File: src/rtl/dadda_pkg.sv
package dadda_pkg;

  function automatic int min2(int x, int y);
    return (x < y) ? x : y;
  endfunction

  function automatic int max2(int x, int y);
    return (x > y) ? x : y;
  endfunction

  // number of AND terms landing in column c
  function automatic int col_h0(int na, int nb, int c);
    int lo;
    int hi;
    lo = max2(0, c - na + 1);
    hi = min2(nb - 1, c);
    return (hi >= lo) ? (hi - lo + 1) : 0;
  endfunction

  // count of height limits below the tallest column
  function automatic int num_levels(int maxh);
    int d;
    int n;
    d = 2;
    n = 0;
    while (d < maxh) begin
      n++;
      d = (d * 3) / 2;
    end
    return n;
  endfunction

  // height limit that stage s must reach (stage 0 is the first, tallest limit)
  function automatic int level_target(int maxh, int s);
    int d;
    int t;
    t = num_levels(maxh) - 1 - s;
    d = 2;
    for (int i = 0; i < t; i++) d = (d * 3) / 2;
    return d;
  endfunction

  // what: 0 = column height entering the stage, 1 = full adders, 2 = half adders
  function automatic int col_info(int na, int nb, int stage, int col, int what);
    int h [256];
    int maxh, lv, d, cin, ex, nf, nh, res;
    maxh = min2(na, nb);
    lv   = num_levels(maxh);
    res  = 0;
    for (int c = 0; c < 256; c++) h[c] = (c < na + nb) ? col_h0(na, nb, c) : 0;
    for (int s = 0; s <= stage; s++) begin
      d   = (s < lv) ? level_target(maxh, s) : 256;
      cin = 0;
      for (int c = 0; c < na + nb; c++) begin
        ex = h[c] + cin - d;
        nf = 0;
        nh = 0;
        if (ex > 0) begin
          nf = ex / 2;
          nh = ex % 2;
        end
        if (s == stage && c == col) begin
          if (what == 0)      res = h[c];
          else if (what == 1) res = nf;
          else                res = nh;
        end
        h[c] = h[c] - 2 * nf - nh + cin;
        cin  = nf + nh;
      end
    end
    return res;
  endfunction

  // lowest column holding two bits after the last stage
  function automatic int first_pair(int na, int nb);
    int lv;
    lv = num_levels(min2(na, nb));
    for (int c = 0; c < na + nb; c++)
      if (col_info(na, nb, lv, c, 0) == 2) return c;
    return na + nb;
  endfunction

endpackage

File: src/rtl/dadda_cell.sv
module dadda_cell #(
  parameter bit FULL = 1'b1
) (
  input  logic x,
  input  logic y,
  input  logic z,
  output logic s,
  output logic co
);
  if (FULL) begin : g_full
    assign s  = x ^ y ^ z;
    assign co = (x & y) | (x & z) | (y & z);
  end else begin : g_half
    wire unused_z = z;
    assign s  = x ^ y;
    assign co = x & y;
  end
endmodule

File: src/rtl/dadda_pp.sv
module dadda_pp import dadda_pkg::*; #(
  parameter int A_W = 4,
  parameter int B_W = 4
) (
  input  logic [A_W-1:0]                        mcand,
  input  logic [B_W-1:0]                        mplier,
  output wire  [(A_W+B_W)*min2(A_W,B_W)-1:0]    cols
);
  localparam int NC   = A_W + B_W;
  localparam int MAXH = min2(A_W, B_W);

  // slot k of column c holds the term with multiplier bit j = jmin + k
  for (genvar i = 0; i < A_W; i++) begin : g_row
    for (genvar j = 0; j < B_W; j++) begin : g_bit
      localparam int SLOT = j - max2(0, i + j - A_W + 1);
      assign cols[(i + j) * MAXH + SLOT] = mcand[i] & mplier[j];
    end
  end

  for (genvar c = 0; c < NC; c++) begin : g_pad
    for (genvar k = col_h0(A_W, B_W, c); k < MAXH; k++) begin : g_zero
      assign cols[c * MAXH + k] = 1'b0;
    end
  end
endmodule

File: src/rtl/dadda_stage.sv
module dadda_stage import dadda_pkg::*; #(
  parameter int A_W   = 4,
  parameter int B_W   = 4,
  parameter int STAGE = 0
) (
  input  logic [(A_W+B_W)*min2(A_W,B_W)-1:0] col_in,
  output wire  [(A_W+B_W)*min2(A_W,B_W)-1:0] col_out
);
  localparam int NC   = A_W + B_W;
  localparam int MAXH = min2(A_W, B_W);

  wire [MAXH-1:0] carries [NC];

  for (genvar c = 0; c < NC; c++) begin : g_col
    localparam int H    = col_info(A_W, B_W, STAGE, c, 0);
    localparam int NF   = col_info(A_W, B_W, STAGE, c, 1);
    localparam int NH   = col_info(A_W, B_W, STAGE, c, 2);
    localparam int BASE = 3 * NF + 2 * NH;
    localparam int NP   = H - BASE;

    logic [MAXH-1:0] here;
    wire  [MAXH-1:0] s_w;
    wire  [MAXH-1:0] c_w;
    wire  [MAXH-1:0] cin_w;

    assign here = col_in[c * MAXH +: MAXH];

    for (genvar f = 0; f < NF; f++) begin : g_fa
      dadda_cell #(.FULL(1'b1)) u_fa (
        .x (here[3 * f]),
        .y (here[3 * f + 1]),
        .z (here[3 * f + 2]),
        .s (s_w[f]),
        .co(c_w[f])
      );
    end

    for (genvar h = 0; h < NH; h++) begin : g_ha
      dadda_cell #(.FULL(1'b0)) u_ha (
        .x (here[3 * NF + 2 * h]),
        .y (here[3 * NF + 2 * h + 1]),
        .z (1'b0),
        .s (s_w[NF + h]),
        .co(c_w[NF + h])
      );
    end

    for (genvar k = NF + NH; k < MAXH; k++) begin : g_idle
      assign s_w[k] = 1'b0;
      assign c_w[k] = 1'b0;
    end

    assign carries[c] = c_w;

    if (c == 0) begin : g_nocin
      assign cin_w = '0;
    end else begin : g_cin
      assign cin_w = carries[c - 1];
    end

    // next column: untouched bits, then sums, then carries from the column below
    assign col_out[c * MAXH +: MAXH] = (here >> BASE)
                                     | (s_w << NP)
                                     | (cin_w << (NP + NF + NH));
  end

  wire unused_top_carry = ^carries[NC - 1];
endmodule

File: src/rtl/dadda_cpa.sv
module dadda_cpa #(
  parameter int W = 4
) (
  input  logic [W-1:0] x,
  input  logic [W-1:0] y,
  output wire  [W-1:0] sum
);
  wire [W:0] cy;
  assign cy[0] = 1'b0;

  for (genvar i = 0; i < W; i++) begin : g_bit
    dadda_cell #(.FULL(1'b1)) u_fa (
      .x (x[i]),
      .y (y[i]),
      .z (cy[i]),
      .s (sum[i]),
      .co(cy[i + 1])
    );
  end

  wire unused_cout = cy[W];
endmodule

File: src/rtl/dadda_mul.sv
module dadda_mul import dadda_pkg::*; #(
  parameter int A_W     = 4,
  parameter int B_W     = 4,
  parameter bit OUT_REG = 1'b0
) (
  input  logic                 clk,
  input  logic                 rst_n,
  input  logic                 in_valid,
  output logic                 in_ready,
  input  logic [A_W-1:0]       in_a,
  input  logic [B_W-1:0]       in_b,
  output logic                 out_valid,
  input  logic                 out_ready,
  output logic [A_W+B_W-1:0]   out_prod
);
  localparam int NC   = A_W + B_W;
  localparam int MAXH = min2(A_W, B_W);
  localparam int LVL  = num_levels(MAXH);
  localparam int LOW  = first_pair(A_W, B_W);
  localparam int CW   = NC - LOW;

  wire [NC*MAXH-1:0] lvl [LVL + 1];

  dadda_pp #(.A_W(A_W), .B_W(B_W)) u_pp (
    .mcand (in_a),
    .mplier(in_b),
    .cols  (lvl[0])
  );

  for (genvar s = 0; s < LVL; s++) begin : g_stage
    dadda_stage #(.A_W(A_W), .B_W(B_W), .STAGE(s)) u_stage (
      .col_in (lvl[s]),
      .col_out(lvl[s + 1])
    );
  end

  wire [NC-1:0] row0;
  wire [NC-1:0] row1;
  for (genvar c = 0; c < NC; c++) begin : g_rows
    assign row0[c] = lvl[LVL][c * MAXH];
    assign row1[c] = lvl[LVL][c * MAXH + 1];
  end
  wire unused_fin  = ^lvl[LVL];
  wire unused_row1 = ^row1;

  wire [NC-1:0] prod_c;
  if (LOW > 0) begin : g_low
    assign prod_c[LOW-1:0] = row0[LOW-1:0];
  end

  dadda_cpa #(.W(CW)) u_cpa (
    .x  (row0[NC-1:LOW]),
    .y  (row1[NC-1:LOW]),
    .sum(prod_c[NC-1:LOW])
  );

  if (OUT_REG) begin : g_reg
    logic          full_q;
    logic [NC-1:0] prod_q;

    assign in_ready = !full_q || out_ready;

    always_ff @(posedge clk or negedge rst_n) begin
      if (!rst_n) begin
        full_q <= 1'b0;
        prod_q <= '0;
      end else if (in_valid && in_ready) begin
        full_q <= 1'b1;
        prod_q <= prod_c;
      end else if (out_ready) begin
        full_q <= 1'b0;
      end
    end

    assign out_valid = full_q;
    assign out_prod  = prod_q;
  end else begin : g_comb
    wire unused_ctl = clk ^ rst_n;
    assign in_ready  = out_ready;
    assign out_valid = in_valid;
    assign out_prod  = prod_c;
  end
endmodule

File: config.mk
export PLATFORM = sky130hd
export DESIGN_NAME = dadda_mul
export DESIGN_NICKNAME = d
export VERILOG_FILES = /design/src/rtl/dadda_pkg.sv /design/src/rtl/dadda_cell.sv /design/src/rtl/dadda_pp.sv /design/src/rtl/dadda_stage.sv /design/src/rtl/dadda_cpa.sv /design/src/rtl/dadda_mul.sv
export SDC_FILE = /design/constraint.sdc
export NUM_CORES = 1
export LEC_CHECK = 0
export BUFFER_PORTS_ARGS = -buffer_cell sky130_fd_sc_hd__buf_2
export CAP_MARGIN = 10
export CORE_AREA = 2 2 39 41
export DETAILED_ROUTE_END_ITERATION = 8
export DIE_AREA = 0 0 41 43
export PLACE_DENSITY_LB_ADDON = 0.15
export SYNTH_ARGS = -nofsm -noshare
export SYNTH_HDL_FRONTEND = slang
export SYNTH_SLANG_ARGS = --single-unit
File: constraint.sdc
create_clock -name vclk -period 5.7
set_clock_uncertainty 0.1 [all_clocks]
set_input_delay 1.14 -clock vclk [all_inputs]
set_output_delay 1.14 -clock vclk [all_outputs]
set_load 0.02 [all_outputs]
# Word level (Yosys, flattened, before mapping)
# Cells that the tools add are included.
# word_totals
regBits	0
latch_bits	0
ramBits	0
romBits	0
inputBits	12
out_inout_bits	10
mem_count	0
# op_classes
n_addsub	0
multipliers	0
div	0
magnitude_cmp	0
n_eq_ne	0
shift	0
mux	0
bitwise	92
reduce_logical	0
# op_table
op	n
$and 1x1->1	44
$xor 1x1->1	20
$or 1x1->1	16
$or 2x3->3	3
$or 1x2->2	4
$or 2x2->2	2
$or 1x1->1 const A	3

# Logic depth before layout (Yosys ltp)
# Gate-level depths: netlist (run 1).
# depth
word_depth	19
mapped_depth	10
mapped_depth_nobuf	9

# By module
# From an unflattened synthesis (run 1), not the netlist that was laid out.
# hier_totals
hier_cells	114
area_unflattened_um2	952.2
# modules_own_cells
module	n_inst	cells_each	area_per_inst_um2	seq_area_each_um2
dadda_stage (g_stage[1].u_stage)	1	33	237.7	0.0
dadda_stage (g_stage[0].u_stage)	1	32	234.0	0.0
dadda_pp	1	33	224.0	0.0
dadda_cell (g_stage[1].u_stage.g_col[3].g_fa[0].u_fa ...)	10	1	20.0	0.0
dadda_cell (g_stage[0].u_stage.g_col[3].g_ha[0].u_ha ...)	3	1	12.5	0.0
dadda_mul	1	2	15.0	0.0
dadda_cpa	1	1	3.8	0.0

# Worst setup path after synthesis (run 1)
# Ideal clock, no wire load.
# synth_path
path_kind	in2out
startpoint	input port in_b[0]
endpoint	output port out_prod[6]
arrival_time_ns	3.629
required_ns	4.460
slack_ns	0.831
cell_stages	10
n_path_buf	1
cell_sequence	and2_1 > ha_1 > inv_1 > fa_1 > fa_1 > fa_1 > inv_1 > fa_1 > fa_1 > buf_4
# synth_via
elab_chain_cells	16
word_cells_on_any_way	47
# synth_rtl
item	line	text
start: declaration	dadda_mul.sv:11	input logic [B_W-1:0] in_b,
$and 1x1->1	dadda_pp.sv:16	assign cols[(i + j) * MAXH + SLOT] = mcand[i] & mplier[j];
$xor 1x1->1	dadda_cell.sv:15	assign s = x ^ y;
$or 2x3->3 or $or 1x2->2 (tied branches)	dadda_stage.sv:63	| (s_w << NP)
$xor 1x1->1 or $and 1x1->1 (tied branches)	dadda_cell.sv:11, dadda_cell.sv:12	
$or 1x1->1 (on tied branches)	dadda_stage.sv:63, dadda_cell.sv:12	
$or 2x2->2 or $or 1x1->1 (tied branches)	dadda_stage.sv:64, dadda_cell.sv:12	
$and 1x1->1	dadda_cell.sv:12	assign co = (x & y) | (x & z) | (y & z);
$or 1x1->1 (2 in a row)	dadda_cell.sv:12	
$and 1x1->1	dadda_cell.sv:12	
$or 1x1->1 (2 in a row)	dadda_cell.sv:12	
$and 1x1->1	dadda_cell.sv:12	
$or 1x1->1	dadda_cell.sv:12	
$or 1x1->1 (*)	dadda_cell.sv:12	
$xor 1x1->1 (*)	dadda_cell.sv:11	assign s = x ^ y ^ z;
end: declaration	dadda_mul.sv:14	output logic [A_W+B_W-1:0] out_prod
# Every way passes the cells marked *; elsewhere a longest branch is shown, timed or not.

# Final worst setup path (run 1)
# Same ends and word-level chain as after synthesis.

==> results of run 1 <==
## Yosys cell counts
| library cell | n | area, sq um |
|---|---|---|
| and2_1 | 14 | 87.6 |
| buf_4 | 9 | 67.6 |
| fa_1 | 8 | 160 |
| ha_1 | 4 | 50.1 |
| inv_1 | 7 | 26.3 |
| nand2_1 | 2 | 7.51 |
## final cells by class
class,count,area (sq um)
Fill cell,157,952
Tap cell,16,20.0
Timing Repair Buffer,16,80.1
Inverter,7,26.3
Multi-Input combinational cell,28,305
## power by group through the flow
stage | Clock, mW | Sequential, mW | Combinational [mW]
final | 0 | 0 | 0.0509
after global routing | 0 | 0 | 0.0601
after CTS | 0 | 0 | 0.0526
after detailed placement | 0 | 0 | 0.0525
after global placement | 0 | 0 | 0.0521
after floorplan | 0 | 0 | 0.0520
## routing by layer
| layer | track usage [%] | share of wire, % | vias to the layer above |
|---|---|---|---|
| li1 | - | - | 134 |
| met1 | 12.7 | 46 | 111 |
| met2 | 12.8 | 47 | 9 |
| met3 | 0.524 | 6.4 | 0 |
| met4 | 0 | 0 | 0 |
| met5 | 0 | 0 | - |
## cell usage in the layout (no fill, tap or decap)
| cell type | instances |
|---|---|
| fa_1 | 8 |
| ha_1 | 4 |
| inv_1 | 7 |
| and2_1 | 14 |
| buf_2 | 16 |
| nand2_1 | 2 |
## critical path: cells and delay by family
kind	cells	cell delay (ns)
fa+ha+maj	6	2.10
buf+inv	4	0.42
simple gates	1	0.15
## logic make-up after synthesis
group / share of synthesized area [%]
adders and majority gates: 52.7
and+or+nand+nor: 23.8
buffers and inverters: 23.5
## how the worst max path moves through the flow
stage	slack, ns	to
after floorplan	0.83	out_prod[6]
after global placement	0.63	out_prod[6]
after CTS	0.63	out_prod[6]
after global routing	0.50	out_prod[6]
final	0.65	out_prod[6]
after detailed placement	0.63	out_prod[6]
## metrics by stage
step                power [mW]  cell area, sq um  utilization (%)
floorplan               0.0520               399                -
detailed placement      0.0525               432             31.2
CTS                     0.0526               432             31.2
global placement        0.0521               432             31.2
global route            0.0601               432             31.2
finish                  0.0509               432             31.2
==> impl_metrics.py, run 1 <==
metrics = {
    "worst_hold_path": {
        "whs_path_depth": 0,
        "whs_endpoint": "in_ready",
        "min-delay-start": "out_ready",
        "hp-class": "in2out",
    },
    "pwr": {
        "power.share.clock_pct": 0,
        "pwr-share-seq_pct": 0,
        "swShare_pct": 61.0,
        "internal-power_mw": 0.0198,
        "power.switching_mw": 0.0310,
        "powerDensity_mw_per_mm2": 118,
        "p_leak_nw": 0.242,
        "vdd_drop_max_uv": 29.1,
        "combPwrFrac_pct": 100.0,
    },
    "worst_setup_path": {
        "cp_max_fo": 4,
        "cp-end-kind": "primary output",
        "max_stage_delay_ns": 0.45,
        "critPathArrivalTime_ns": 3.81,
        "cp_common_cell": "fa_1",
        "cp.required_ns": 4.46,
        "setup.worst_path.start": "in_b[0]",
        "crit_type": "in2out",
        "crit_chain": "buf_2, and2_1, ha_1, inv_1, fa_1, fa_1, fa_1, inv_1, fa_1, fa_1, buf_2",
        "slowest_stage": "fa_1",
        "cp-start-kind": "input port",
    },
    "synth": {
        "synth_area_sq_um": 399,
        "synthesis.nets": 68,
        "synth_cell_types": 6,
        "yosysSeqAreaShare_pct": 0,
        "syn_area_per_cell_sq_um": 9.07,
        "netlist_instances": 44,
        "ys_warn_count": 0,
    },
    "floorplanning": {
        "fp.dieH_um": 43,
        "core_sq_mm": 0.00138,
        "die_w_um": 41,
        "num_rows": 14,
        "dieArea_sq_mm": 0.00176,
        "start_util_pct": 28.8,
        "io_pins": 22,
    },
    "place": {
        "dp.cells": 67,
        "dp_slack_ns": 0.628,
        "dp_hpwl_um": 534,
        "place_congestion": 0.673,
        "io_buffers": 16,
    },
    "grt": {
        "grt_pass1_vias": 247,
        "antenna_found_initial": 0,
        "grt_usage_pct": 8.17,
        "overflow": 0,
        "grt_pass1_wl_mm": 1.08,
        "grt_max_degree": 5,
    },
    "clocking": {
        "cts_hold_buf": 0,
        "cts_resized": 0,
        "post_cts_buffers": 0,
    },
    "timing": {
        "worst_pin_slew_ns": 0.0960,
        "finalCritPeriodShare_pct": 88.5,
        "finalWorstSetupSlack_ns": 0.653,
        "min_period_ns": 5.05,
        "rsz0062_at_grt": "no",
        "fmax_mhz": 198,
        "setup_viol": 0,
        "drv_slew": 0,
        "relSlewSlack_pct": 93.6,
        "whs_ns": 2.18,
        "setup-tns-final_ns": 0,
        "hold_viol": 0,
    },
    "layout": {
        "antenna_cells": 0,
        "design.seq.count": 0,
        "seq_area_sq_um": 0,
        "fin_cells": 67,
        "drive_above_1_share_pct": 31.4,
        "clock_buffers": 0,
        "syn_to_final_growth_pct": 8.15,
        "final_nets": 77,
    },
    "detailed_routing": {
        "drt_pre_antenna_iters": 1,
        "drt_wl_total_um": 545,
        "antenna_left": 0,
        "drt-vias-per-instance": 3.79,
        "drt_iter0_markers": 0,
        "wire_per_inst_um": 8.13,
        "post-route-drc-count": 0,
        "num_vias": 254,
    },
    "run_status": {
        "status": "finished, final reports clean",
    },
    "run": {
        "maxCapViolCount": 0,
    },
}
Power figures use the tool's default switching activity.
==> inputs of run 2 (changes only) <==
==> constraint.sdc (replaced) <==
create_clock -name vclk -period 4.4
set_clock_uncertainty 0.1 [all_clocks]
set_input_delay 0.88 -clock vclk [all_inputs]
set_output_delay 0.88 -clock vclk [all_outputs]
set_load 0.02 [all_outputs]
==> run 2 against run 1 <==
Compared with the run above:
- non-clock buffer count increased by 2
- worst setup slack worse by 0.65 ns
- global-route usage is 0.71 points higher
- final cell count is 3.0% higher
- count of clock-buffer cells in the layout unchanged
- via count rose by 5.5%
- flip-flop and latch count unchanged
- critical path type unchanged
- largest power group unchanged
==> impl_metrics.py, run 2 (synthesized netlist as in run 1, its figures left out) <==
metrics = {
    "run_status": {
        "status": "finished, final reports clean",
    },
    "layout": {
        "antenna_cells": 0,
        "drive_above_1_share_pct": 52.8,
        "clock_buffers": 0,
        "seq_area_sq_um": 0,
        "syn_to_final_growth_pct": 26.6,
        "mostFrequentLayoutCell": "and2_1",
        "final_nets": 79,
        "final_core_util_pct": 36.5,
        "final_area_sq_um": 505,
        "design.seq.count": 0,
        "final_cell_mix": "and2_1, buf_2, buf_6",
    },
    "timing": {
        "worst_pin_slew_ns": 0.103,
        "setup_viol": 0,
        "finalCritPeriodShare_pct": 99.9,
        "whs_ns": 1.66,
        "min_period_ns": 4.40,
        "drv_slew": 0,
        "relSlewSlack_pct": 93.1,
        "setup-tns-final_ns": 0,
        "fmax_mhz": 228,
        "hold_viol": 0,
        "rsz0062_at_grt": "yes",
    },
    "floorplanning": {
        "start_util_pct": 28.8,
        "fp.dieH_um": 43,
        "die_w_um": 41,
        "dieArea_sq_mm": 0.00176,
        "num_rows": 14,
        "io_pins": 22,
        "core_sq_mm": 0.00138,
    },
    "grt": {
        "grt_max_degree": 5,
        "overflow": 0,
        "antenna_found_initial": 0,
        "grt_pass1_wl_mm": 1.16,
        "grt_usage_pct": 8.88,
        "grt_pass1_vias": 274,
    },
    "place": {
        "io_buffers": 16,
        "dp_hpwl_um": 550,
        "place_congestion": 0.662,
        "placed_area_sq_um": 447,
    },
    "pwr": {
        "powerDensity_mw_per_mm2": 151,
        "vdd_drop_max_uv": 49.5,
        "p_leak_nw": 0.258,
    },
    "detailed_routing": {
        "antenna_left": 0,
        "wire_per_inst_um": 8.23,
        "drt_pre_antenna_iters": 2,
        "drt_iter0_markers": 3,
        "drt_wl_total_um": 568,
        "drt-vias-per-instance": 3.88,
        "post-route-drc-count": 0,
        "num_vias": 268,
    },
    "worst_setup_path": {
        "cp-start-kind": "input port",
        "crit_type": "in2out",
        "critPathArrivalTime_ns": 3.42,
        "cp.required_ns": 3.42,
        "cp_max_fo": 2,
        "cp-end-kind": "primary output",
    },
    "clocking": {
        "cts_hold_buf": 0,
        "post_cts_buffers": 0,
    },
    "worst_hold_path": {
        "whs_path_depth": 0,
        "hp-class": "in2out",
    },
    "run": {
        "maxCapViolCount": 0,
    },
}
## run 2: cell count changes in the layout (fill, tap and decap cells not counted), moves of 3 or more
cell   before  now
buf_6       0    5
inv_2       0    3
fa_2        0    4
fa_1        8    4
inv_1       7    4
buf_2      16   11
## run 2: path summary, 6_finish.rpt
path / startpoint / endpoint
worst max-delay path: in_a[2] / out_prod[6]
worst min-delay path: out_ready / in_ready
## run 2: final cells by class
| cell class | instances | area, sq um |
|---|---|---|
| Timing Repair Buffer | 18 | 126 |
| Inverter | 7 | 26.3 |
| Multi-Input combinational cell | 28 | 333 |
| Fill cell | 142 | 878 |
| Tap cell | 16 | 20.0 |
## run 2: report_power, final
part	internal, mW	switching [mW]	total, mW	leakage, nW
Combinational	0.0340	0.0424	0.0764	0.258
Sequential	0	0	0	0
Clock	0	0	0	0
## run 2: critical path, stage by stage
cell	delay, ns
buf_6	0.09
and2_4	0.15
ha_4	0.26
inv_2	0.03
fa_1	0.46
fa_2	0.40
fa_2	0.34
inv_2	0.06
fa_2	0.18
fa_1	0.42
buf_6	0.14
## run 2: repair_timing
action | in CTS | in global routing
setup endpoints to repair | 1 | 2
gates resized for setup | 15 | 1
pin swaps | 8 | 7
endpoints found under the hold margin | 0 | 0
## run 2: metal layers
metal	track usage, %	up-vias	wire length (um)
li1	-	139	-
met1	13.7	120	244
met2	14.1	9	281
met3	0.524	0	42
met4	0	0	0
met5	0	-	0
## run 2: metrics by stage
step | power, mW | std cells | setup WS, ns
after floorplan | 0.0674 | 44 | 0.0512
after global placement | 0.0686 | 69 | -0.149
after detailed placement | 0.0692 | 69 | -0.159
after CTS | 0.0775 | 69 | -0.0573
after global routing | 0.0873 | 69 | -0.0777
final | 0.0764 | 69 | 0.00489
==> inputs of run 3 (changes only) <==
--- a/config.mk
+++ b/config.mk
@@ -7,9 +7,10 @@
 export LEC_CHECK = 0
 export BUFFER_PORTS_ARGS = -buffer_cell sky130_fd_sc_hd__buf_2
 export CAP_MARGIN = 10
-export CORE_AREA = 2 2 39 41
+export CELL_PAD_IN_SITES_DETAIL_PLACEMENT = 1
+export CELL_PAD_IN_SITES_GLOBAL_PLACEMENT = 1
+export CORE_UTILIZATION = 30
 export DETAILED_ROUTE_END_ITERATION = 8
-export DIE_AREA = 0 0 41 43
 export PLACE_DENSITY_LB_ADDON = 0.15
 export SYNTH_ARGS = -nofsm -noshare
 export SYNTH_HDL_FRONTEND = slang
==> run 3 against run 2 <==
Compared with the run above:
- the flow now finishes with violations (setup timing)
- via count grew 11%
- combinational power is 5.8% higher
- total power grew 5.7%
- critical path type unchanged
- critical endpoint unchanged
==> impl_metrics.py, run 3 (synthesized netlist as in run 1, its figures left out) <==
metrics = {
    "run_status": {
        "status": "finished with violations",
        "violations": "setup timing",
    },
    "worst_hold_path": {
        "whs_endpoint": "out_valid",
        "whs_path_depth": 0,
        "hp-class": "in2out",
        "min-delay-start": "in_valid",
    },
    "layout": {
        "fin_cells": 69,
        "final_area_sq_um": 518,
        "design.seq.count": 0,
        "final_cell_mix": "and2_1, buf_2, buf_6",
        "seq_area_sq_um": 0,
        "final_core_util_pct": 44.2,
        "antenna_cells": 0,
        "syn_to_final_growth_pct": 29.8,
        "drive_above_1_share_pct": 54.5,
        "final_nets": 81,
        "fillerInstances": 152,
        "mostFrequentLayoutCell": "and2_1",
        "clock_buffers": 0,
    },
    "run": {
        "maxCapViolCount": 0,
    },
    "worst_setup_path": {
        "cp_max_fo": 2,
        "cp-start-kind": "input port",
        "crit_type": "in2out",
        "cp.required_ns": 3.42,
        "cp-end-kind": "primary output",
        "critPathArrivalTime_ns": 3.48,
    },
    "place": {
        "io_buffers": 16,
        "dp.cells": 69,
        "dp_hpwl_um": 716,
        "place_congestion": 0.726,
        "placed_area_sq_um": 459,
    },
    "timing": {
        "worst_pin_slew_ns": 0.111,
        "finalCritPeriodShare_pct": 101,
        "relSlewSlack_pct": 92.6,
        "fmax_mhz": 224,
        "setup_viol": 1,
        "hold_viol": 0,
        "finalWorstSetupSlack_ns": -0.0609,
        "min_period_ns": 4.46,
        "setup-tns-final_ns": -0.0609,
        "rsz0062_at_grt": "yes",
        "drv_slew": 0,
    },
    "floorplanning": {
        "dieArea_sq_mm": 0.00148,
        "start_util_pct": 34.1,
        "die_w_um": 38.5,
        "num_rows": 12,
        "io_pins": 22,
        "core_sq_mm": 0.00117,
        "fp.dieH_um": 38.5,
    },
    "grt": {
        "overflow": 0,
        "grt_pass1_vias": 352,
        "grt_usage_pct": 14.7,
        "grt_max_degree": 5,
        "grt_pass1_wl_mm": 1.51,
        "antenna_found_initial": 0,
    },
    "detailed_routing": {
        "drt_iter0_markers": 1,
        "num_vias": 297,
        "drt_wl_total_um": 799,
        "antenna_left": 0,
        "drt-vias-per-instance": 4.30,
        "wire_per_inst_um": 11.6,
        "drt_pre_antenna_iters": 3,
        "post-route-drc-count": 0,
    },
    "clocking": {
        "cts_hold_buf": 0,
        "post_cts_buffers": 0,
    },
    "pwr": {
        "p_leak_nw": 0.268,
        "vdd_drop_max_uv": 54.3,
        "powerDensity_mw_per_mm2": 156,
    },
}
==> run 3: cell count changes in the layout (fill, tap and decap cells not counted) <==
| cell | delta |
|---|---|
| buf_4 | +2 |
==> run 3: metrics by stage <==
stage / hold slack (ns) / power [mW] / setup WS (ns)
4_1_cts: 1.66 / 0.0812 / -0.0904
2_1_floorplan: 1.77 / 0.0674 / 0.0512
6_report: 1.66 / 0.0808 / -0.0609
3_3_place_gp: 1.66 / 0.0699 / -0.137
3_5_place_dp: 1.66 / 0.0723 / -0.206
5_1_grt: 1.66 / 0.0920 / -0.127
==> run 3: worst max path at each step <==
stage / start / end / cells after the start
6_report: in_a[3] / out_prod[6] / 11
5_1_grt: in_a[3] / out_prod[6] / 11
4_1_cts: in_a[3] / out_prod[6] / 11
3_5_place_dp: in_b[0] / out_prod[6] / 11
3_3_place_gp: in_b[0] / out_prod[6] / 11
2_1_floorplan: in_b[0] / out_prod[6] / 10
==> run 3: cell type report <==
class              instances  area (sq um)  share of cell area (%)
well taps                 14          17.5                    3.38
repair buffers            20           141                    27.3
inverters                  7          26.3                    5.07
multi-input cells         28           333                    64.3
==> run 3: power breakdown <==
part           total (mW)  switching (mW)  internal, mW
Combinational      0.0808          0.0448        0.0360
Clock                   0               0             0
Sequential              0               0             0
==> run 3: timing repair <==
item,CTS,global route
gates resized for setup,15,1
endpoints found under the setup margin,2,2
pin swaps,8,7
==> run 3: worst max-delay path, stage by stage <==
cell    delay [ns]
buf_6         0.09
and2_4        0.16
ha_4          0.26
inv_2         0.03
fa_1          0.48
fa_2          0.40
fa_2          0.34
inv_2         0.06
fa_2          0.18
fa_1          0.43
buf_6         0.15
==> run 3: layer usage <==
metal  up-vias  track usage (%)  routed length (um)
met2        13             33.1                 493
met5         -                0                   0
li1        142                -                   -
met3         2                0                  41
met4         0            0.862                   4
met1       140             15.0                 260
